$ cat config.mk
export PLATFORM = sky130hd
export DESIGN_NAME = cpu_level_combiner
export DESIGN_NICKNAME = d
export VERILOG_FILES = /design/src/rtl/plc_pkg.sv /design/src/rtl/plc_soft_bank.sv /design/src/rtl/plc_line_track.sv /design/src/rtl/plc_level_out.sv /design/src/rtl/cpu_level_combiner.sv
export SDC_FILE = /design/constraint.sdc
export NUM_CORES = 1
export LEC_CHECK = 0
export ABC_AREA = 1
export BUFFER_PORTS_ARGS = -buffer_cell sky130_fd_sc_hd__buf_4
export CORE_UTILIZATION = 42
export CTS_CLUSTER_DIAMETER = 200
export DETAILED_ROUTE_END_ITERATION = 10
export PLACE_DENSITY_LB_ADDON = 0.12
export SYNTH_ARGS = -nofsm -noshare
export SYNTH_HDL_FRONTEND = slang
export SYNTH_SLANG_ARGS = --single-unit
$ cat constraint.sdc
create_clock -name clk -period 1.8 [get_ports clk]
set_input_delay 0.27 -clock clk [delete_from_list [all_inputs] [get_ports clk]]
set_output_delay 0.27 -clock clk [all_outputs]
set_load 0.02 [all_outputs]
$ cat src/rtl/plc_pkg.sv
package plc_pkg;
    localparam int WORD_W  = 32;
    localparam int LVL_N   = 16;
    localparam int SOFT_W  = LVL_N - 1;
    localparam int SOFT_LO = WORD_W - SOFT_W;
    localparam int TMR_BIT = LVL_N - 2;
    localparam int BC_BIT  = LVL_N - 1;

    localparam int OFS_PEND = 0;
    localparam int OFS_CLR  = 1;
    localparam int OFS_SET  = 2;

    typedef struct packed {
        logic b15;
        logic tmr;
    } line_state_t;

    function automatic logic [LVL_N-1:0] soft_to_lvl(input logic [SOFT_W-1:0] s);
        return {s, 1'b0};
    endfunction

    function automatic logic [LVL_N-1:0] line_to_lvl(input line_state_t l, input logic off);
        logic [LVL_N-1:0] v;
        v = '0;
        if (!off) begin
            v[BC_BIT]  = l.b15;
            v[TMR_BIT] = l.tmr;
        end
        return v;
    endfunction
endpackage

$ cat src/rtl/plc_soft_bank.sv
module plc_soft_bank
    import plc_pkg::*;
(
    input  logic              clk,
    input  logic              rst,
    input  logic              set_en,
    input  logic              clr_en,
    input  logic [SOFT_W-1:0] wsoft,
    output logic [SOFT_W-1:0] soft_q
);
    always_ff @(posedge clk) begin
        if (rst)
            soft_q <= '0;
        else if (set_en)
            soft_q <= soft_q | wsoft;
        else if (clr_en)
            soft_q <= soft_q & ~wsoft;
    end
endmodule

$ cat src/rtl/plc_line_track.sv
module plc_line_track
    import plc_pkg::*;
(
    input  logic        clk,
    input  logic        rst,
    input  logic        bcast_in,
    input  logic        timer_in,
    input  logic        clr_b15,
    output line_state_t line_q
);
    logic bc_prev;
    logic bc_rise;
    logic bc_fall;

    assign bc_rise = bcast_in & ~bc_prev;
    assign bc_fall = ~bcast_in & bc_prev;

    always_ff @(posedge clk) begin
        if (rst) begin
            bc_prev <= 1'b0;
            line_q  <= '0;
        end else begin
            bc_prev    <= bcast_in;
            line_q.tmr <= timer_in;
            if (bc_rise)
                line_q.b15 <= 1'b1;
            else if (bc_fall || clr_b15)
                line_q.b15 <= 1'b0;
        end
    end
endmodule

$ cat src/rtl/plc_level_out.sv
module plc_level_out
    import plc_pkg::*;
(
    input  logic              clk,
    input  logic              rst,
    input  logic [SOFT_W-1:0] soft_q,
    input  line_state_t       line_q,
    input  logic              master_off,
    input  logic [LVL_N-1:0]  hard_lvl,
    output logic [LVL_N-1:0]  lvl_q
);
    logic [LVL_N-1:0] lvl_d;

    always_comb begin
        lvl_d = soft_to_lvl(soft_q) | line_to_lvl(line_q, master_off) | hard_lvl;
        lvl_d[0] = 1'b0;
    end

    always_ff @(posedge clk) begin
        if (rst)
            lvl_q <= '0;
        else
            lvl_q <= lvl_d;
    end
endmodule

$ cat src/rtl/cpu_level_combiner.sv
module cpu_level_combiner
    import plc_pkg::*;
#(
    parameter int ADDR_W = 4
) (
    input  logic              clk,
    input  logic              rst,
    input  logic              bus_wr,
    input  logic [ADDR_W-1:0] bus_addr,
    input  logic [WORD_W-1:0] bus_wdata,
    input  logic [ADDR_W-1:0] rd_addr,
    output logic [WORD_W-1:0] rd_data,
    input  logic [LVL_N-1:0]  hard_lvl_in,
    input  logic [LVL_N-1:0]  disp_lvl_in,
    input  logic              is_target,
    input  logic              master_off,
    input  logic              bcast15_in,
    input  logic              timer_in,
    output logic [LVL_N-1:0]  lvl_out
);
    logic              wr_set;
    logic              wr_clr;
    logic [SOFT_W-1:0] soft_q;
    line_state_t       line_q;
    logic [WORD_W-1:0] pend_word;
    logic [LVL_N-1:0]  disp_bits;

    assign wr_set = bus_wr && (bus_addr == ADDR_W'(OFS_SET));
    assign wr_clr = bus_wr && (bus_addr == ADDR_W'(OFS_CLR));

    plc_soft_bank u_soft (
        .clk    (clk),
        .rst    (rst),
        .set_en (wr_set),
        .clr_en (wr_clr),
        .wsoft  (bus_wdata[WORD_W-1:SOFT_LO]),
        .soft_q (soft_q)
    );

    plc_line_track u_line (
        .clk      (clk),
        .rst      (rst),
        .bcast_in (bcast15_in),
        .timer_in (timer_in),
        .clr_b15  (wr_clr && bus_wdata[BC_BIT]),
        .line_q   (line_q)
    );

    plc_level_out u_lvl (
        .clk        (clk),
        .rst        (rst),
        .soft_q     (soft_q),
        .line_q     (line_q),
        .master_off (master_off),
        .hard_lvl   (hard_lvl_in),
        .lvl_q      (lvl_out)
    );

    always_comb begin
        disp_bits = is_target ? disp_lvl_in : '0;
        disp_bits[0] = 1'b0;
        pend_word = '0;
        pend_word[WORD_W-1:SOFT_LO] = soft_q;
        pend_word[BC_BIT]  = line_q.b15;
        pend_word[TMR_BIT] = line_q.tmr;
        pend_word[LVL_N-1:0] = pend_word[LVL_N-1:0] | disp_bits;
        rd_data = (rd_addr == ADDR_W'(OFS_PEND)) ? pend_word : '0;
    end
endmodule

=== Yosys cells after proc, flatten, opt, wreduce, memory -nomap -nowiden ===
Index checks and enable logic that the tools add are counted.

* Reductions and logical operators: 7
* $mul: 0
* Mux-type cells: 7
* $lt $le $gt $ge: 0
* Equal/unequal tests: 2
* Divide/modulo/power cells: 0
* $add $sub $neg: 0
* Shift-type cells: 0
* Bitwise gates (word level): 10

{| class="wikitable"
|+ Operator list
! kind !! number
|-
| OR 16 bit || 3
|-
| two-way mux 32 bit || 1
|-
| two-way mux 15 bit || 2
|-
| two-way mux 16 bit || 1
|-
| AND 15 bit || 1
|-
| NOT 15 bit || 1
|-
| OR 15 bit || 1
|-
| equality test 4 x 1 -> 1 bit (second input constant) || 1
|-
| equality test 4 x 2 -> 1 bit (second input constant) || 1
|-
| zero test 4 bit || 1
|-
| nonzero test 2 bit || 2
|-
| logical AND 1 bit || 3
|-
| AND 1 bit || 2
|-
| two-way mux 1 bit || 2
|-
| two-way mux 2 bit || 1
|-
| NOT 1 bit || 2
|-
| logical OR 1 bit || 1
|}

* Latch bits: 0
* ROM bits: 0
* Flip-flop bits (word level): 34
* RAM bits: 0
* Logic and storage cells: 32
* Memories kept: 0
* Output and inout port bits: 48

=== Logic depth before layout (Yosys ltp) ===
* Word-level depth: 6
* Depth in mapped cells: 7
* Gate-level depth less buffers: 5

=== By module ===
From an unflattened synthesis, not the netlist that was laid out.

* Cells, all modules: 225
* Area, all modules: 1522.7 um^2

{| class="wikitable"
|+ By module, submodules not included
! module !! area each (um^2) !! seq. area each (um^2) !! cells each !! times used
|-
| plc_soft_bank || 608.1 || 300.3 || 78 || 1
|-
| plc_level_out || 449.2 || 300.3 || 51 || 1
|-
| cpu_level_combiner || 356.6 || 0.0 || 81 || 1
|-
| plc_line_track || 108.9 || 60.1 || 15 || 1
|}

=== Least setup slack after synthesis ===
Ideal clock, no wire load.

* Kind: in2out
* From: in rd_addr[3]
* To: out rd_data[14]
* Path buffers: 1
* Required time: 1530 ps
* Cell stages on the path: 4
* Slack: 598 ps
* Data arrival time: 932 ps
* Cells stage by stage: nor2_1 -> nand2_1 -> clkbuf_1 -> nor2_1

* Word-level cells in the longest chain between the ends: 2

{| class="wikitable"
|+ Ends and longest elaborated chain
! element !! line !! RTL
|-
| start, declared || cpu_level_combiner.sv:11 || <nowiki>input logic [ADDR_W-1:0] rd_addr,</nowiki>
|-
| zero test 4 bit || cpu_level_combiner.sv:67 || <nowiki>rd_data = (rd_addr == ADDR_W'(OFS_PEND)) ? pend_word : '0;</nowiki>
|-
| two-way mux 32 bit || cpu_level_combiner.sv:67 ||
|-
| end, declared || cpu_level_combiner.sv:12 || <nowiki>output logic [WORD_W-1:0] rd_data,</nowiki>
|}

No other way between the ends.

=== Worst setup path in the final report ===
Ends and elaborated chain as after synthesis.

==> flow_metrics.tcl <==
set metrics [dict create \
    status "completed" \
    ys_seq_area_share_pct 41.8 \
    finalCritPeriodShare_pct 70.6 \
    ys_seq_elements 33 \
    postSynthCellCount 224 \
    final_cell_mix "108 x buf_4, 63 x nor2_1, 34 x nand2_1" \
    gp_congestion 0.702 \
    path_cells "buf_4, nor2_1, nand2_1, buf_4, nor2_1, buf_4" \
    htree_levels 2 \
    drt_wl_total_microns 3980 \
    final_nets 402 \
    synth_top_family_by_area "simple AND/OR/NAND/NOR gates" \
    antenna_found_initial 0 \
    drt-pass1-iter-count 4 \
    drt_iter0_markers 123 \
    rsz0062_at_grt "no" \
    wl_per_cell_microns 10.8 \
    rows 21 \
    boundaryPins 127 \
    startpoint "rd_addr[3]" \
    synth_fa_ha_area_share_pct 0 \
    timing.final.ws_setup_ns 0.529 \
    powerDensity_nw_per_um2 666 \
    clkTransAtPathRegs_ns 0.06 \
    cp_slowest_cell "buf_4" \
    hold_buffers 0 \
    clkPwrFrac_pct 34.2 \
    start_util_pct 45.5 \
    place_area_sq_um 2300 \
    yosys_warnings 0 \
    p_int_uw 1200 \
    place_worst_setup_slack_ns 0.496 \
    cts-resized-gates 0 \
    ctsLongestPathBuffers 2 \
    final_common_cell "buf_4" \
    period_minus_slack_ns 1.27 \
    startpoint_type "input port" \
    crit_top_cell "buf_4" \
    io_buffers 105 \
    grt_pass1_vias 1655 \
    cts.sinks 33 \
    comb_power_share_pct 17.4 \
    grt_max_degree 34 \
    max_freq_ghz 0.786 \
    cts_root_buf "clkbuf_8" \
    track_usage_pct 21.0 \
    die_area_sq_um 4010 \
    worstSetupPathType "input port to primary output" \
    drc_errors 0 \
    cts_tree "done" \
    hold_start "hard_lvl_in[6]" \
    cap_violations 0 \
    dp_hpwl_microns 2850 \
    grt_pass1_wl_microns 6710 \
    coreArea_sq_um 3470 \
    vias 1734 \
    final_cells 369 \
    dp.cells 362 \
    die_w_microns 63.3 \
    fin_setup_tns_ns 0 \
    min_path_type "input port to flip-flop" \
    area_growth_pct 50.9 \
    chipHeight_microns 63.3 \
    post_cts_buffers 0 \
    synth-xor-area-share_pct 0 \
    final_cell_area_sq_um 2380 \
    cp_max_fo 15 \
    cp_slowest_stage_delay_ns 0.19 \
    muxShareOfSynthArea_pct 0 \
    hold_viol_final 0 \
    finalSetupViolations 0 \
    skew_ns 0.00359 \
    vdd.ir_drop.worst_uv 459 \
    power.total_uw 1590 \
    drive_gt1_share_pct 37.2 \
    n_antenna_cell 0 \
    arrival_ns 1.00 \
    switching_share_pct 24.4 \
    grt_overflow 0 \
    synth_cell_types 19 \
    pwr-share-seq_pct 48.5 \
    syn_area_sq_um 1580 \
    postRouteAntennaNets 0 \
    maxSlewViolCount 0 \
    p_switching_uw 387 \
    synthSimpleGateAreaFrac_pct 37.1 \
    timing.rr.start "u_line.bc_prev" \
    cp.required_ns 1.53 \
    clock_latency_ns 0.27 \
    p_leak_uw 0.00108 \
    setup.worst_path.end_class "primary output" \
    cts_buffers 5 \
    synth_compound_area_share_pct 6.02 \
    via_per_inst 4.70 \
    post_synth.cell_area_avg_sq_um 7.05 \
]
routing by layer:
metal / track usage [%] / part of all wire (%) / up-vias
met5: 0 / 0 / -
li1: - / - / 899
met4: 6.82 / 0.73 / 0
met2: 37.6 / 50 / 55
met3: 5.80 / 6.1 / 5
met1: 23.7 / 44 / 775
final timing paths:
path / to / slack (ns) / cells past startpoint
setup / recovery: rd_data[14] / 0.53 / 6
hold / removal: u_lvl.lvl_q[6] / 0.19 / 3
setup reg to reg: u_line.line_q[1] / 1.08 / 5
hold reg to reg: u_lvl.lvl_q[14] / 0.46 / 2
Yosys cell counts, drive strengths merged:
cell type / n / area [sq um]
nand4: 15 / 93.8
nand2: 35 / 134
nor3b: 1 / 7.51
nand3: 16 / 85.1
nor2: 66 / 265
conb: 1 / 3.75
inv: 20 / 75.1
clkbuf: 7 / 56.3
a21oi: 19 / 95.1
buf: 11 / 103
dfxtp: 33 / 661
layout make-up:
cell class / count / area, sq um
fill: 324 / 1090
timing repair buffer: 108 / 811
multi-input combinational: 155 / 692
sequential: 33 / 661
clock buffer: 7 / 86.3
inverter: 20 / 75.1
tap: 46 / 57.6
critical path: cells and delay by family:
kind,cells,cell delay [ns]
buf+inv,3,0.45
simple gates,3,0.29
per-stage QoR:
step / utilization (%) / hold slack (ns)
2_1_floorplan: - / 0.377
3_3_place_gp: 66.2 / 0.450
3_5_place_dp: 66.2 / 0.462
4_1_cts: 68.7 / 0.193
5_1_grt: 68.7 / 0.195
6_report: 68.7 / 0.194
cell families after synthesis:
| logic type | after synthesis |
|---|---|
| flip-flops | 33 |
| other | 1 |
| AND/OR/NAND/NOR | 133 |
| buffers and inverters | 38 |
| AO/OA/AOI/OAI | 19 |
power by group through the flow:
stage | registers (uW) | clock network (uW) | logic, uW
floorplan | 808 | 0 | 118
global placement | 784 | 0 | 272
detailed placement | 785 | 0 | 277
CTS | 769 | 556 | 277
global route | 771 | 587 | 303
finish | 769 | 542 | 276
Power figures use the tool's default switching activity.
